### src/rtl/smbh_pkg.sv
package smbh_pkg;
    typedef enum logic [2:0] {
        ST_IDLE,
        ST_START,
        ST_TXBIT,
        ST_TXACK,
        ST_RXBIT,
        ST_RXACK,
        ST_STOP
    } seq_state_e;

    typedef struct packed {
        logic        rd;
        logic        word;
        logic [6:0]  addr;
        logic [7:0]  cmd;
        logic [15:0] wdata;
    } xfer_req_t;

    localparam int CMD_GO     = 31;
    localparam int CMD_WORD   = 29;
    localparam int CMD_WRITE  = 27;
    localparam int CTL_CLKOK  = 27;
    localparam int CTL_WRLOCK = 26;
    localparam int CTL_POLL   = 9;
endpackage

### src/rtl/smbh_tick.sv
module smbh_tick #(
    parameter int QDIV = 25
) (
    input  logic clk,
    input  logic rst_n,
    input  logic en,
    output logic tick
);
    localparam int CW = (QDIV > 1) ? $clog2(QDIV) : 1;
    localparam logic [CW-1:0] LAST = CW'(QDIV - 1);

    logic [CW-1:0] cnt;

    always_ff @(posedge clk or negedge rst_n) begin
        if (!rst_n)
            cnt <= '0;
        else if (!en || cnt == LAST)
            cnt <= '0;
        else
            cnt <= cnt + 1'b1;
    end

    assign tick = en && (cnt == LAST);
endmodule

### src/rtl/smbh_seq.sv
module smbh_seq
    import smbh_pkg::*;
#(
    parameter int QDIV = 25
) (
    input  logic        clk,
    input  logic        rst_n,
    input  logic        go,
    input  xfer_req_t   req_i,
    input  logic        sda_in,
    output logic        scl_oe,
    output logic        sda_oe,
    output logic        seq_busy,
    output logic        seq_done,
    output logic        seq_nack,
    output logic [15:0] seq_rdata
);
    seq_state_e st, st_nx;
    xfer_req_t  req;
    logic [1:0] ph, bidx;
    logic [2:0] bcnt;
    logic [6:0] rsh;
    logic       ridx, nack, sda_q, sda_drv, tick, last_ph, more;
    logic [1:0] last_tx;
    logic [7:0] txbyte;

    smbh_tick #(.QDIV(QDIV)) u_tick (
        .clk  (clk),
        .rst_n(rst_n),
        .en   (st != ST_IDLE),
        .tick (tick)
    );

    assign last_ph = tick && (ph == 2'd3);
    assign more    = req.word && !ridx;
    assign last_tx = req.word ? 2'd3 : 2'd2;

    always_comb begin
        unique case (bidx)
            2'd0:    txbyte = {req.addr, 1'b0};
            2'd1:    txbyte = req.cmd;
            2'd2:    txbyte = req.rd ? {req.addr, 1'b1}
                                     : (req.word ? req.wdata[15:8] : req.wdata[7:0]);
            default: txbyte = req.wdata[7:0];
        endcase
    end

    // next-state selection
    always_comb begin
        st_nx = st;
        unique case (st)
            ST_IDLE:  if (go) st_nx = ST_START;
            ST_START: if (last_ph) st_nx = ST_TXBIT;
            ST_TXBIT: if (last_ph && bcnt == 3'd7) st_nx = ST_TXACK;
            ST_TXACK: if (last_ph) begin
                if (sda_in)                          st_nx = ST_STOP;
                else if (!req.rd && bidx == last_tx) st_nx = ST_STOP;
                else if (req.rd && bidx == 2'd1)     st_nx = ST_START;
                else if (req.rd && bidx == 2'd2)     st_nx = ST_RXBIT;
                else                                 st_nx = ST_TXBIT;
            end
            ST_RXBIT: if (last_ph && bcnt == 3'd7) st_nx = ST_RXACK;
            ST_RXACK: if (last_ph) st_nx = more ? ST_RXBIT : ST_STOP;
            ST_STOP:  if (last_ph) st_nx = ST_IDLE;
            default:  st_nx = ST_IDLE;
        endcase
    end

    // state register and datapath
    always_ff @(posedge clk or negedge rst_n) begin
        if (!rst_n) begin
            st <= ST_IDLE; req <= '0; ph <= '0; bidx <= '0; bcnt <= '0;
            rsh <= '0; ridx <= 1'b0; nack <= 1'b0; sda_q <= 1'b0; seq_rdata <= '0;
        end else begin
            st    <= st_nx;
            sda_q <= sda_oe;
            if (st == ST_IDLE) begin
                if (go) begin
                    req <= req_i; ph <= '0; bidx <= '0; bcnt <= '0;
                    ridx <= 1'b0; nack <= 1'b0;
                end
            end else if (tick) begin
                ph <= ph + 2'd1;
                if (ph == 2'd3) begin
                    if (st == ST_TXBIT) bcnt <= bcnt + 3'd1;
                    if (st == ST_RXBIT) begin
                        bcnt <= bcnt + 3'd1;
                        rsh  <= {rsh[5:0], sda_in};
                        if (bcnt == 3'd7)
                            seq_rdata <= req.word ? {seq_rdata[7:0], rsh, sda_in}
                                                  : {8'h00, rsh, sda_in};
                    end
                    if (st == ST_TXACK) begin
                        if (sda_in) nack <= 1'b1;
                        else if (st_nx == ST_START) bidx <= 2'd2;
                        else if (st_nx == ST_TXBIT) bidx <= bidx + 2'd1;
                    end
                    if (st == ST_RXACK && more) ridx <= 1'b1;
                end
            end
        end
    end

    // line outputs
    always_comb begin
        sda_drv = 1'b0;
        unique case (st)
            ST_IDLE:           sda_drv = 1'b0;
            ST_START:          sda_drv = (ph == 2'd3);
            ST_TXBIT:          sda_drv = !txbyte[3'd7 - bcnt];
            ST_TXACK, ST_RXBIT: sda_drv = 1'b0;
            ST_RXACK:          sda_drv = more;
            ST_STOP:           sda_drv = (ph != 2'd3);
            default:           sda_drv = 1'b0;
        endcase
        scl_oe   = (st != ST_IDLE) && !ph[1];
        sda_oe   = (st != ST_IDLE && ph == 2'd0) ? sda_q : sda_drv;
        seq_busy = (st != ST_IDLE);
        seq_done = (st == ST_STOP) && last_ph;
        seq_nack = nack;
    end

    AST_SDA_SCL_LOW: assert property (@(posedge clk) disable iff (!rst_n)
        (st != ST_START && st != ST_STOP && sda_oe != $past(sda_oe))
        |-> (scl_oe && $past(scl_oe)));
endmodule

### src/rtl/smbus_host.sv
module smbus_host
    import smbh_pkg::*;
#(
    parameter int QDIV = 25
) (
    input  logic        clk,
    input  logic        rst_n,
    input  logic        ctrl_wr,
    input  logic [31:0] ctrl_wdata,
    input  logic        cmd_wr,
    input  logic [31:0] cmd_wdata,
    input  logic        poll_inflight,
    input  logic        sda_in,
    output logic        scl_oe,
    output logic        sda_oe,
    output logic        busy,
    output logic        wr_done,
    output logic        rd_valid,
    output logic        bus_err,
    output logic [15:0] rd_data,
    output logic        poll_permit
);
    logic [3:0] addr_hi;
    logic       clk_ok, wr_lock, poll_en, cur_rd;
    logic       launch, is_wr, seq_busy, seq_done, seq_nack;
    logic [15:0] seq_rdata;
    xfer_req_t  req;
    logic       in_unused;

    assign in_unused = ^{ctrl_wdata[25:10], ctrl_wdata[8:0], cmd_wdata[30], cmd_wdata[28]};

    assign is_wr  = cmd_wdata[CMD_WRITE];
    assign busy   = seq_busy || poll_inflight;
    assign launch = cmd_wr && cmd_wdata[CMD_GO] && !busy && clk_ok && !(is_wr && wr_lock);
    assign poll_permit = poll_en && !seq_busy;

    always_comb begin
        req.rd    = !is_wr;
        req.word  = cmd_wdata[CMD_WORD];
        req.addr  = {addr_hi, cmd_wdata[26:24]};
        req.cmd   = cmd_wdata[23:16];
        req.wdata = cmd_wdata[15:0];
    end

    smbh_seq #(.QDIV(QDIV)) u_seq (
        .clk      (clk),
        .rst_n    (rst_n),
        .go       (launch),
        .req_i    (req),
        .sda_in   (sda_in),
        .scl_oe   (scl_oe),
        .sda_oe   (sda_oe),
        .seq_busy (seq_busy),
        .seq_done (seq_done),
        .seq_nack (seq_nack),
        .seq_rdata(seq_rdata)
    );

    always_ff @(posedge clk or negedge rst_n) begin
        if (!rst_n) begin
            addr_hi <= '0; clk_ok <= 1'b0; wr_lock <= 1'b0; poll_en <= 1'b0;
            wr_done <= 1'b0; rd_valid <= 1'b0; bus_err <= 1'b0;
            rd_data <= '0; cur_rd <= 1'b0;
        end else begin
            if (ctrl_wr) begin
                addr_hi <= ctrl_wdata[31:28];
                clk_ok  <= ctrl_wdata[CTL_CLKOK];
                wr_lock <= ctrl_wdata[CTL_WRLOCK];
                poll_en <= ctrl_wdata[CTL_POLL];
            end
            if (launch) begin
                if (is_wr) wr_done <= 1'b0;
                else       rd_valid <= 1'b0;
                bus_err <= 1'b0;
                cur_rd  <= !is_wr;
            end else if (seq_done) begin
                if (cur_rd) begin
                    rd_valid <= 1'b1;
                    if (!seq_nack) rd_data <= seq_rdata;
                end else begin
                    wr_done <= 1'b1;
                end
                bus_err <= seq_nack;
            end
        end
    end

    AST_LAUNCH_BUSY: assert property (@(posedge clk) disable iff (!rst_n)
        launch |=> busy);
    AST_DONE_IDLE: assert property (@(posedge clk) disable iff (!rst_n)
        seq_done |=> !seq_busy);
    AST_RDV_STICKY: assert property (@(posedge clk) disable iff (!rst_n)
        (rd_valid && !(launch && !is_wr)) |=> rd_valid);
    AST_WRD_STICKY: assert property (@(posedge clk) disable iff (!rst_n)
        (wr_done && !(launch && is_wr)) |=> wr_done);
    AST_ERR_COMPLETES: assert property (@(posedge clk) disable iff (!rst_n)
        $rose(bus_err) |-> (wr_done || rd_valid));
endmodule

### config.mk
export PLATFORM = sky130hd
export DESIGN_NAME = smbus_host
export DESIGN_NICKNAME = d
export VERILOG_FILES = /design/src/rtl/smbh_pkg.sv /design/src/rtl/smbh_tick.sv /design/src/rtl/smbh_seq.sv /design/src/rtl/smbus_host.sv
export SDC_FILE = /design/constraint.sdc
export NUM_CORES = 1
export LEC_CHECK = 0
export BUFFER_PORTS_ARGS = -buffer_cell sky130_fd_sc_hd__buf_2
export CAP_MARGIN = 15
export CORE_MARGIN = 2
export CORE_UTILIZATION = 50
export CTS_CLUSTER_DIAMETER = 200
export DETAILED_ROUTE_END_ITERATION = 8
export PLACE_DENSITY = 0.75
export SETUP_SLACK_MARGIN = 0.1
export SLEW_MARGIN = 20
export SYNTH_ARGS = -nofsm -noshare
export SYNTH_HDL_FRONTEND = slang
export SYNTH_SLANG_ARGS = --single-unit
### constraint.sdc
create_clock -name clk -period 2.71 [get_ports clk]
set_input_delay 0.542 -clock clk [delete_from_list [all_inputs] [get_ports clk]]
set_output_delay 0.542 -clock clk [all_outputs]
set_load 0.01 [all_outputs]
* Word-level counts from Yosys, hierarchy flattened
Cells that the tools add are included.
** Cells by class
- Divide/modulo/power cells :: 0
- Shift-type cells :: 0
- Reduce and logical (&&, ||, !) cells :: 51
- Bitwise gates (word level) :: 3
- $add $sub $neg :: 5
- Equal/unequal tests :: 20
- Mux-type cells :: 59
- $mul :: 0
- Order comparisons :: 1
** Operators with widths (number)
- 2-to-1 mux 3 bit :: 17
- case mux 8 bit (3 select lines) :: 1
- 2-to-1 mux 1 bit :: 23
- 2-to-1 mux 2 bit :: 11
- case mux 3 bit (7 select lines) :: 1
- logical AND 1 bit :: 17
- 2-to-1 mux 16 bit :: 1
- 2-to-1 mux 8 bit :: 2
- AND reduction 4 bit :: 4
- nonzero test 2 bit :: 7
- equality test 3 bit (second input constant) :: 4
- AND reduction 5 bit :: 2
- equality test 3 x 2 -> 1 bit (second input constant) :: 3
- nonzero test 3 bit :: 3
- logical NOT 1 bit :: 8
- inequality test 2 bit (second input constant) :: 4
- equality test 3 x 1 -> 1 bit (second input constant) :: 2
- AND reduction 3 bit :: 2
- AND reduction 6 bit :: 1
- adder 5 x 1 -> 5 bit (second input constant) :: 1
- equality test 5 bit (second input constant) :: 1
- 2-to-1 mux 5 bit :: 1
- adder 2 x 1 -> 2 bit (second input constant) :: 2
- equality test 2 bit (second input constant) :: 2
- other kinds (13) :: 19
** Word-level totals
- Latch bits :: 0
- RAM bits :: 0
- Register bits :: 101
- Memory bits (read-only) :: 0
- Memories kept :: 0
- Input bits :: 70
- Logic and storage cells :: 163

* Longest topological paths before layout
Gate-level depths: netlist of run 1.
- Depth in word-level cells :: 16
- Mapped depth :: 10
- Gate-level depth less buffers :: 8

* Hierarchy
From an unflattened synthesis of run 1, not the netlist that was laid out.
** Second synthesis, totals
- Cells, all modules :: 490
- Area total of the unflattened synthesis :: 4825.9 µm²
** By module, submodules not included
- smbh_seq :: cells each 396, times used 1, area an instance 3418.3 µm², sequential area each 1726.7 µm²
- smbus_host :: cells each 71, times used 1, area an instance 1122.3 µm², sequential area each 675.6 µm²
- smbh_tick :: cells each 23, times used 1, area an instance 285.3 µm², sequential area each 125.1 µm²

* Worst setup path before layout of run 1
No wires, ideal clock.
- Path kind :: reg2out
- From :: register u_seq.bidx[0]
- To :: output sda_oe
- Stages on the path, launching flop included :: 10
- Arrival time :: 2.245 ns
- Buffers on the path :: 1
- Setup slack :: -0.077 ns
- Cell sequence :: dfrtp_1 > inv_1 > ha_1 > a21o_1 > clkbuf_1 > a221oi_1 > o21bai_1 > a32o_1 > and3_1 > a2111oi_2
** On the way
- Cells in the longest elaborated chain, start to end :: 7
- Elaborated cells between the ends (all ways) :: 9
** Ends and longest elaborated chain
- start, declared :: RTL line smbh_seq.sv:20 : logic [1:0] ph, bidx;
- start signal, assigned :: RTL line smbh_seq.sv:96 : else if (st_nx == ST_TXBIT) bidx <= bidx + 2'd1;
- equality test 2 bit (tied with other cells) :: RTL line smbh_seq.sv:39 : unique case (bidx)
- case mux 8 bit (3 select lines) * :: RTL line smbh_seq.sv:39
- binary-select mux 1 bit (select 3 bit) * :: RTL line smbh_seq.sv:110 : ST_TXBIT: sda_drv = !txbyte[3'd7 - bcnt];
- 2-to-1 mux 1 bit (implied by the code) * :: RTL line smbh_seq.sv:110
- logical NOT 1 bit * :: RTL line smbh_seq.sv:110
- case mux 1 bit (4 select lines) * :: RTL line smbh_seq.sv:107 : unique case (st)
- 2-to-1 mux 1 bit * :: RTL line smbh_seq.sv:117 : sda_oe = (st != ST_IDLE && ph == 2'd0) ? sda_q : sda_drv;
- end, declared :: RTL line smbus_host.sv:15 : output logic sda_oe,
Mark *: on every way between the ends. The rest lies on a longest branch, timed or not. The select of a mux whose other input is x is not followed.

* Final worst setup path of run 1
- From :: register u_seq.ph[0]
- To :: output sda_oe
** On the way
- Cells in the longest elaborated chain, start to end :: 3
- Elaborated cells between the ends (all ways) :: 6
** Ends and longest elaborated chain
- start, declared :: RTL line smbh_seq.sv:20
- start signal, assigned :: RTL line smbh_seq.sv:83 : ph <= ph + 2'd1;
- inequality test 2 bit (tied with other cells) :: RTL line smbh_seq.sv:113 : ST_STOP: sda_drv = (ph != 2'd3);
- case mux 1 bit (4 select lines) / logical AND 1 bit (equally long branches) :: RTL line smbh_seq.sv:107, smbh_seq.sv:117
- 2-to-1 mux 1 bit * :: RTL line smbh_seq.sv:117
Mark *: on every way between the ends. The rest lies on a longest branch, timed or not.

==> run_results.csv, run 1 <==
group,metric,value,unit
floorplan,coreArea,9153,um^2
timing,post-route-period-util,1.148,
critical_path,worst-path-max-fanout,2,
grt,antenna_found_initial,0,
placement,dpl_cell_area,5316,um^2
critical_path,cp_num_buf_inv,2,
power,netSwitchingFraction,0.2910,
timing,worstMarginPinSlew,661.1,ps
logic_synthesis,yosysTopAreaCell,"dfrtp_1",
power,p_per_area,558.5,nW/um^2
placement,dp_hpwl,7028,um
grt,grt_pass1_wl,16640,um
grt,first_global_vias,3544,
logic_synthesis,synthCells,464,
detailed_routing,drtIter0Drc,192,
cells_and_area,num_antenna_cells,0,
outcome,violations,"setup timing",
cells_and_area,fin_nets,627,
timing,max_freq,321.5,MHz
placement,placed_cells,647,
critical_path,crit_path_end_kind,"primary output",
logic_synthesis,ys.flop_type,"dfrtp_1",
cells_and_area,fin_area,5584,um^2
clocking,cts_buffers,9,
placement,port_buffers,65,
timing,fin_crit,3110,ps
critical_path,r2r_end,"rd_data[2]",
critical_path,required,2170,ps
job,cap_violations,0,
clocking,cts_tree,"done",
placement,globalplace.congestion,0.8799,
timing,setup_violations,1,
placement,place_ws,-120.5,ps
power,power_frac_seq,0.554,
logic_synthesis,netlist_top_cells_count,"131 x nand2_1, 101 x dfrtp_1, 39 x mux2_2",
detailed_routing,drc,0,
clocking,cts.path.max_buffers,2,
power,irDropWorstVdd,0.0004211,V
power,leakagePower,2.833,nW
timing,setup_slack,-400.4,ps
logic_synthesis,async_reset_ff_frac,1.000,
critical_path,rrSetupSlack,390,ps
detailed_routing,num_vias,3587,
clocking,insertion_delay,370,ps
logic_synthesis,yosysMostFrequentCell,"nand2_1",
detailed_routing,totalWireLength,9755,um
logic_synthesis,synth_top_area_share,0.5416,
floorplan,die_x,100.6,um
detailed_routing,drt_pass1_iterations,4,
floorplan,die-area,10120,um^2
detailed_routing,routedWlPerCell,14.71,um
grt,grt_usage,0.2078,
critical_path,rr_worst_depth,8,
critical_path,criticalPathCategory,"reg -> out",
logic_synthesis,yosysWarnings,0,
floorplan,ioPinCount,93,
grt,grt_max_degree,50,
timing,rsz0062_at_grt,"yes",
clocking,cts_hold_buffers,0,
detailed_routing,ant_nets,0,
critical_path,crit_family,"simple AND/OR/NAND/NOR gates",
cells_and_area,drive_above_1_share,0.3170,
detailed_routing,routed_via_density,5.410,
power,p_int,2.211,mW
cells_and_area,fillers,785,
logic_synthesis,synth_area,4667,um^2
floorplan,die_h,100.6,um
cells_and_area,final_cells,663,
cells_and_area,area_delta_synth_final,19.65,%
timing,skew,11.85,ps
power,power_frac_comb,0.157,
clocking,cts_setup_buffers,0,
clocking,clockRootBuffer,"clkbuf_8",
logic_synthesis,synth_area_per_cell,10.06,um^2
critical_path,max_stage_delay,520,ps
clocking,cts.sinks,101,
grt,overflow,0,
power,p_switching,0.9077,mW
timing,hold_viol_final,0,
critical_path,arrival,2570,ps
floorplan,rows,35,
critical_path,cp_slowest_cell,"or4b_4",
logic_synthesis,ys_ff_latch,101,
min_path,hold_path.class,"in -> async",
logic_synthesis,synth.area.top_cells,"dfrtp_1 54%, nand2_1 11%, mux2_2 9.4%",
timing,final.setup.tns,-400.4,ps
logic_synthesis,synthesis.nets,544,
outcome,status,"finished with violations",
clocking,path_clk_slew,100,ps
floorplan,initial_core_util,0.5099,
critical_path,r2r-start,"u_seq.u_tick.cnt[0]",
logic_synthesis,synth_cell_types,54,
logic_synthesis,synth_edf_count,0,
timing,finalMaxSlewViolations,0,
timing,slew_headroom,0.5593,
critical_path,crit_chain,"inv_1 -> ha_2 -> or4b_4 -> nor2_1 -> o21ai_0 -> a211oi_2 -> nor4_2 -> a2111oi_4 -> buf_2",
critical_path,critPathLaunchType,"flip-flop",
power,clockPowerShare,0.289,
logic_synthesis,ys_seq_area_frac,0.5416,
clocking,cts_max_level,3,
## state kept, by name, summed over array words and instances (netlist names)
register / flops
rd_valid: 1
wr_lock: 1
u_seq.rsh: 7
clk_ok: 1
u_seq.u_tick.cnt: 5
rd_data: 16
u_seq.req: 33
u_seq.ridx: 1
u_seq.bcnt: 3
u_seq.seq_nack: 1
u_seq.ph: 2
cur_rd: 1
u_seq.seq_rdata: 16
u_seq.sda_q: 1
wr_done: 1
poll_en: 1
u_seq.bidx: 2
u_seq.st: 3
addr_hi: 4
bus_err: 1
## worst max path at each step
stage	start	end	slack, ps	depth (start not counted)
5_1_grt	u_seq.bidx[0]	sda_oe	-510	10
2_1_floorplan	u_seq.bidx[0]	sda_oe	100	9
4_1_cts	u_seq.bidx[0]	sda_oe	-380	9
3_5_place_dp	u_seq.ph[0]	sda_oe	-120	9
3_3_place_gp	u_seq.ph[0]	sda_oe	-60	9
6_report	u_seq.ph[0]	sda_oe	-400	9
## power by group through the flow
stage               Sequential [mW]  Clock [mW]  Combinational, mW
finish                         1.73       0.901              0.490
global placement               1.74           0              0.450
floorplan                      1.72           0              0.295
detailed placement             1.75           0              0.473
CTS                            1.72       0.914              0.490
global route                   1.74       0.986              0.557
## area by class of cell
| class | count | area, um^2 | area share |
|---|---|---|---|
| clock buffer | 9 | 123.9 | 0.02218 |
| timing repair buffer | 96 | 598.1 | 0.1071 |
| clock inverter | 7 | 61.31 | 0.01098 |
| sequential | 101 | 2527 | 0.4526 |
| inverter | 16 | 60.06 | 0.01076 |
| multi-input combinational | 323 | 2074 | 0.3715 |
| tap | 111 | 138.9 | 0.02487 |
## what timing repair did
item,in CTS,in global routing
pin swaps,2,0
resized for setup,12,3
endpoints found under the setup margin,1,1
## per-stage QoR
step	power (mW)	utilization	hold WS [ps]
2_1_floorplan	2.019	-	246.4
3_3_place_gp	2.192	0.5809	451.2
3_5_place_dp	2.223	0.5809	456.6
4_1_cts	3.127	0.6068	207.9
5_1_grt	3.286	0.6101	236.1
6_report	3.119	0.6101	195.3
## routing by layer
| metal | part of all wire | global-route usage |
|---|---|---|
| met1 | 0.44 | 0.2642 |
| met2 | 0.50 | 0.3585 |
| met3 | 0.040 | 0.03745 |
| met4 | 0.017 | 0.06955 |
| met5 | 0 | 0 |
## cell usage in the layout, fill, tap and decap left out, types with 4 or more instances in the layout
cell type / n
o21ai_0: 29
nand3_1: 14
inv_1: 16
buf_4: 29
buf_2: 64
clkbuf_8: 9
a21o_1: 4
a21oi_1: 12
mux2_2: 39
nor2b_1: 5
dfrtp_1: 101
nor2_1: 18
a22oi_1: 4
nand2_1: 131
a31oi_1: 5
ha_1: 7
## logic make-up after synthesis
logic type | after synthesis | synth area share
AOI/OAI and AO/OA | 77 | 0.1086
xor gates and xnor gates | 4 | 0.007508
muxes | 39 | 0.09410
buffers and inverters | 40 | 0.03753
and+or+nand+nor | 193 | 0.1839
adders and majority gates | 10 | 0.02681
DFF | 101 | 0.5416
(Power assumes the default switching activity.)
==> run 2, diff against run 1 <==
- CORE_UTILIZATION: 50 -> 45
- PLACE_DENSITY: 0.75 -> 0.69
==> run 2 against run 1 <==
Effect of this change: the flow still finishes with violations (setup timing); non-clock buffer count up 3; register-to-register slack about the same; critical endpoint unchanged; clock power fell by 3.2%.
==> run_results.csv, run 2 (synthesis results as in run 1) <==
group,metric,value,unit
outcome,status,"finished with violations",
outcome,violations,"setup timing",
cells_and_area,fillers,938,
cells_and_area,num_antenna_cells,0,
floorplan,ioPinCount,93,
clocking,cts_max_level,3,
grt,grt.busiest_layer,"met2",
timing,skew,7.838,ps
critical_path,worst-path-max-fanout,7,
job,cap_violations,0,
cells_and_area,regArea,2527,um^2
grt,grtUsageMet2,0.3244,
grt,first_global_vias,3719,
critical_path,rrSetupSlack,400,ps
critical_path,required,2170,ps
detailed_routing,drc,0,
power,finalPower,3.089,mW
floorplan,die-area,11200,um^2
clocking,cts.path.max_buffers,2,
timing,post-route-period-util,1.132,
timing,finalMaxSlewViolations,0,
detailed_routing,totalWireLength,9914,um
cells_and_area,fin_nets,630,
critical_path,r2r_end,"rd_data[2]",
clocking,path_clk_slew,100,ps
detailed_routing,drtIter0Drc,123,
timing,setup_slack,-357.5,ps
floorplan,die_h,105.8,um
placement,port_buffers,65,
critical_path,cp_slowest_cell,"dfrtp_1",
timing,final.setup.tns,-357.5,ps
timing,slew_headroom,0.5917,
timing,hold_viol_final,0,
critical_path,rr_worst_depth,8,
cells_and_area,layout_commonest_cell,"nand2_1",
floorplan,initial_core_util,0.4582,
timing,worstMarginPinSlew,604.8,ps
floorplan,coreArea,10180,um^2
grt,overflow,0,
grt,met3_usage,0.03340,
placement,globalplace.congestion,0.8829,
timing,fin_crit,3068,ps
clocking,cts_tree,"done",
critical_path,cp_num_buf_inv,3,
detailed_routing,num_vias,3616,
critical_path,arrival,2530,ps
timing,setup_violations,1,
floorplan,rows,37,
cells_and_area,area_delta_synth_final,20.80,%
min_path,hold_path.class,"in -> async",
timing,max_freq,326.0,MHz
cells_and_area,largest_reg_flops,33,
critical_path,r2r-start,"u_seq.u_tick.cnt[0]",
detailed_routing,drt_pass1_iterations,5,
detailed_routing,ant_nets,0,
grt,grt_usage,0.1885,
critical_path,endpoint,"sda_oe",
power,leakagePower,2.829,nW
critical_path,startpoint,"u_seq.bidx[1]",
detailed_routing,routed_via_density,5.233,
timing,rsz0062_at_grt,"yes",
clocking,cts_buffers,9,
grt,grt_max_degree,45,
power,irDropWorstVdd,0.0004005,V
cells_and_area,reg_top3,"u_seq.req (33), rd_data (16), u_seq.seq_rdata (16)",
placement,dp_hpwl,7071,um
clocking,clockRootBuffer,"clkbuf_8",
critical_path,cp.depth,10,
floorplan,die_x,105.8,um
cells_and_area,final_cell_mix,"131 x nand2_1, 101 x dfrtp_1, 64 x buf_2",
clocking,cts.sinks,101,
grt,antenna_found_initial,0,
critical_path,crit_family,"compound AO/OA/AOI/OAI gates",
critical_path,crit_chain,"inv_2 -> ha_4 -> a21o_4 -> buf_4 -> a22oi_2 -> o21ai_1 -> a211oi_2 -> nor4_2 -> a2111oi_4 -> buf_2",
cells_and_area,largest_register,"u_seq.req",
clocking,insertion_delay,360,ps
power,p_per_area,548.0,nW/um^2
cells_and_area,drive_above_1_share,0.3333,
detailed_routing,routedWlPerCell,14.35,um
grt,grt.met1_usage,0.2445,
critical_path,critPathLaunchType,"flip-flop",
critical_path,crit_path_end_kind,"primary output",
grt,grt_pass1_wl,17080,um
cells_and_area,final_cells,691,
critical_path,criticalPathCategory,"reg -> out",
timing,worst_hold_slack,79.52,ps
critical_path,max_stage_delay,430,ps
placement,placed_cells,673,
cells_and_area,multi_input_area,2106,um^2
## run 2: cell types whose count changed in the layout (fill, tap and decap cells not counted), moves of 3 or more
cell        delta
clkinvlp_4     +3
o21ai_1        +3
o21ai_0        -3
buf_4          +4
## run 2: worst min-delay path by stage
stage	startpoint	end	slack (ps)	cells after the start
final	rst_n	rd_data[10]	80	1
after global routing	rst_n	u_seq.seq_nack	80	1
after CTS	rst_n	u_seq.seq_nack	80	1
after detailed placement	addr_hi[0]	u_seq.req[27]	450	2
after global placement	addr_hi[2]	u_seq.req[29]	450	2
after floorplan	rst_n	addr_hi[0]	250	0
## run 2: metal layers
layer  up-vias  wire (um)
met2        85       4925
met3        18        359
li1       1747          -
met1      1766       4474
met4         0        155
met5         -          0
## run 2: worst register-to-register path: cells and delay by family (launching register included)
family        cells  cell delay, ps
fa+ha+maj         1             130
mux               1             380
simple gates      4             950
flops             1             420
buf+inv           2             320
## run 2: cell type report
type	instances	share of cell area
flip-flops and latches	101	0.4483
multi-input cells	323	0.3735
repair buffers	99	0.1063
inverters	16	0.01065
clock inverters	6	0.008433
clock buffers	10	0.02264
well taps	136	0.03018
## run 2: repair_timing
item,4_1_cts,5_1_grt
cloned,0,0
gates resized for setup,25,2
setup buffers,2,0
pin swaps,8,0
hold endpoints to repair,0,0
hold buffers,0,0
setup endpoints to repair,1,1
## run 2: metrics by stage
stage | utilization | setup WS (ps) | cell area, um^2
3_3_place_gp | 0.5233 | -40.18 | 5330
2_1_floorplan | - | 103.9 | 4683
3_5_place_dp | 0.5233 | -86.92 | 5330
4_1_cts | 0.5526 | -328.0 | 5628
6_report | 0.5536 | -357.5 | 5638
5_1_grt | 0.5536 | -466.6 | 5638
## run 2: where the power goes
part           switching [mW]  total (mW)  leakage, nW  internal (mW)
Combinational           0.254       0.492         1.41          0.239
Sequential             0.0974        1.73         1.34           1.63
Clock                   0.529       0.872       0.0808          0.342
Total                   0.880        3.09         2.83           2.21
==> run 3, diff against run 2 <==
- CORE_UTILIZATION: 45 -> 25
- PLACE_DENSITY: 0.69 -> 0.43
==> run 3 against run 2 <==
Effect of this change: the flow still finishes with violations (setup timing); count of clock-buffer cells in the layout shrank 1; clock power grew 40%; critical endpoint unchanged; setup slack lost 110 ps.
==> run_results.csv, run 3 (synthesis results as in run 1) <==
group,metric,value,unit
power,p_per_area,585.3,nW/um^2
detailed_routing,routedWlPerCell,14.40,um
timing,max_freq,314.7,MHz
cells_and_area,layout_commonest_cell,"nand2_1",
floorplan,die_h,140.6,um
floorplan,die-area,19780,um^2
detailed_routing,drc,0,
clocking,path_clk_slew,70,ps
clocking,cts_hold_buffers,0,
timing,final.setup.tns,-468.1,ps
timing,setup_violations,1,
critical_path,crit_chain,"ha_4 -> a21o_4 -> buf_4 -> a22oi_1 -> o21ai_0 -> a211oi_2 -> nor4_2 -> a2111oi_4 -> buf_2",
outcome,status,"finished with violations",
cells_and_area,area_delta_synth_final,25.79,%
critical_path,r2r-start,"u_seq.st[0]",
grt,first_global_vias,3808,
critical_path,r2r_end,"rd_data[2]",
placement,dpl_cell_area,5504,um^2
outcome,violations,"setup timing",
cells_and_area,reg_top3,"u_seq.req (33), rd_data (16), u_seq.seq_rdata (16)",
detailed_routing,routed_via_density,4.546,
power,leakagePower,2.905,nW
cells_and_area,final_core_util,0.3235,
detailed_routing,totalWireLength,11330,um
floorplan,die_x,140.6,um
detailed_routing,drt_pass1_iterations,7,
detailed_routing,num_vias,3578,
clocking,clockRootBuffer,"clkbuf_16",
critical_path,max_stage_delay,450,ps
clocking,cts_max_level,3,
floorplan,ioPinCount,93,
timing,hold_viol_final,0,
job,cap_violations,0,
clocking,cts.path.max_buffers,2,
critical_path,cp_num_buf_inv,2,
critical_path,crit_path_end_kind,"primary output",
cells_and_area,final_cell_mix,"131 x nand2_1, 100 x dfrtp_1, 64 x buf_2",
critical_path,worst-path-max-fanout,5,
floorplan,coreArea,18150,um^2
grt,grt_pass1_wl,18950,um
clocking,insertion_delay,350,ps
floorplan,rows,49,
min_path,hold_path.class,"in -> async",
clocking,cts.sinks,101,
critical_path,rr_worst_depth,8,
critical_path,rrSetupSlack,390,ps
critical_path,criticalPathCategory,"reg -> out",
timing,rsz0062_at_grt,"yes",
power,irDropWorstVdd,0.0003219,V
timing,worstMarginPinSlew,602.5,ps
critical_path,arrival,2640,ps
cells_and_area,regArea,2529,um^2
critical_path,crit_family,"compound AO/OA/AOI/OAI gates",
clocking,cts_buffers,9,
timing,fin_crit,3178,ps
power,finalPower,3.436,mW
cells_and_area,largest_reg_flops,33,
grt,grt_max_degree,50,
cells_and_area,drive_above_1_share,0.3262,
grt,grt_usage,0.1201,
placement,port_buffers,65,
timing,finalMaxSlewViolations,0,
timing,setup_slack,-468.1,ps
detailed_routing,ant_nets,0,
cells_and_area,fin_area,5871,um^2
floorplan,initial_core_util,0.2572,
critical_path,required,2170,ps
grt,overflow,0,
cells_and_area,fillers,1910,
timing,post-route-period-util,1.173,
critical_path,cp_slowest_cell,"dfrtp_2",
timing,skew,7.271,ps
placement,globalplace.congestion,0.7866,
cells_and_area,fin_nets,633,
critical_path,critPathLaunchType,"flip-flop",
grt,antenna_found_initial,0,
clocking,cts_tree,"done",
cells_and_area,largest_register,"u_seq.req",
placement,dp_hpwl,8145,um
timing,worst_hold_slack,126.1,ps
timing,slew_headroom,0.5932,
detailed_routing,drtIter0Drc,116,
cells_and_area,multi_input_area,2046,um^2
cells_and_area,num_antenna_cells,0,
==> run 3: worst max path at each step <==
stage                              from      to  slack [ps]  cells after the start
after global routing      u_seq.bidx[1]  sda_oe        -600                      9
after floorplan           u_seq.bidx[0]  sda_oe         100                      9
after detailed placement  u_seq.bidx[0]  sda_oe        -220                     11
final                     u_seq.bidx[1]  sda_oe        -470                      9
after CTS                 u_seq.bidx[1]  sda_oe        -470                     10
after global placement    u_seq.bidx[0]  sda_oe        -160                     11
==> run 3: layout make-up <==
cell class                      count  area share
Timing Repair Buffer              102      0.1151
Tap cell                          229     0.04881
Clock inverter                      7    0.008312
Multi-Input combinational cell    323      0.3485
Inverter                           16     0.01023
Sequential cell                   101      0.4307
Clock buffer                        9     0.03836
==> run 3: timing repair <==
item / 4_1_cts / 5_1_grt
setup buffers: 4 / 0
setup endpoints to repair: 1 / 1
pin swaps: 7 / 0
gates resized for setup: 17 / 0
gates cloned: 0 / 0
==> run 3: report_power, final <==
group | total, mW | internal (mW) | switching [mW]
logic | 0.493 | 0.234 | 0.259
clock network | 1.22 | 0.627 | 0.596
registers | 1.72 | 1.63 | 0.0922
total | 3.44 | 2.49 | 0.947
==> run 3: metal layers <==
| layer | part of all wire | track usage | vias to the layer above |
|---|---|---|---|
| li1 | - | - | 1747 |
| met1 | 0.44 | 0.1435 | 1733 |
| met4 | 0.029 | 0.04895 | 0 |
| met3 | 0.040 | 0.03091 | 20 |
| met5 | 0 | 0 | - |
| met2 | 0.49 | 0.2067 | 78 |
==> run 3: stage by stage <==
step                std cells  setup slack (ps)
CTS                       787            -467.1
finish                    787            -468.1
global route              787            -598.8
floorplan                 464             103.9
global placement          767            -158.8
detailed placement        767            -224.8
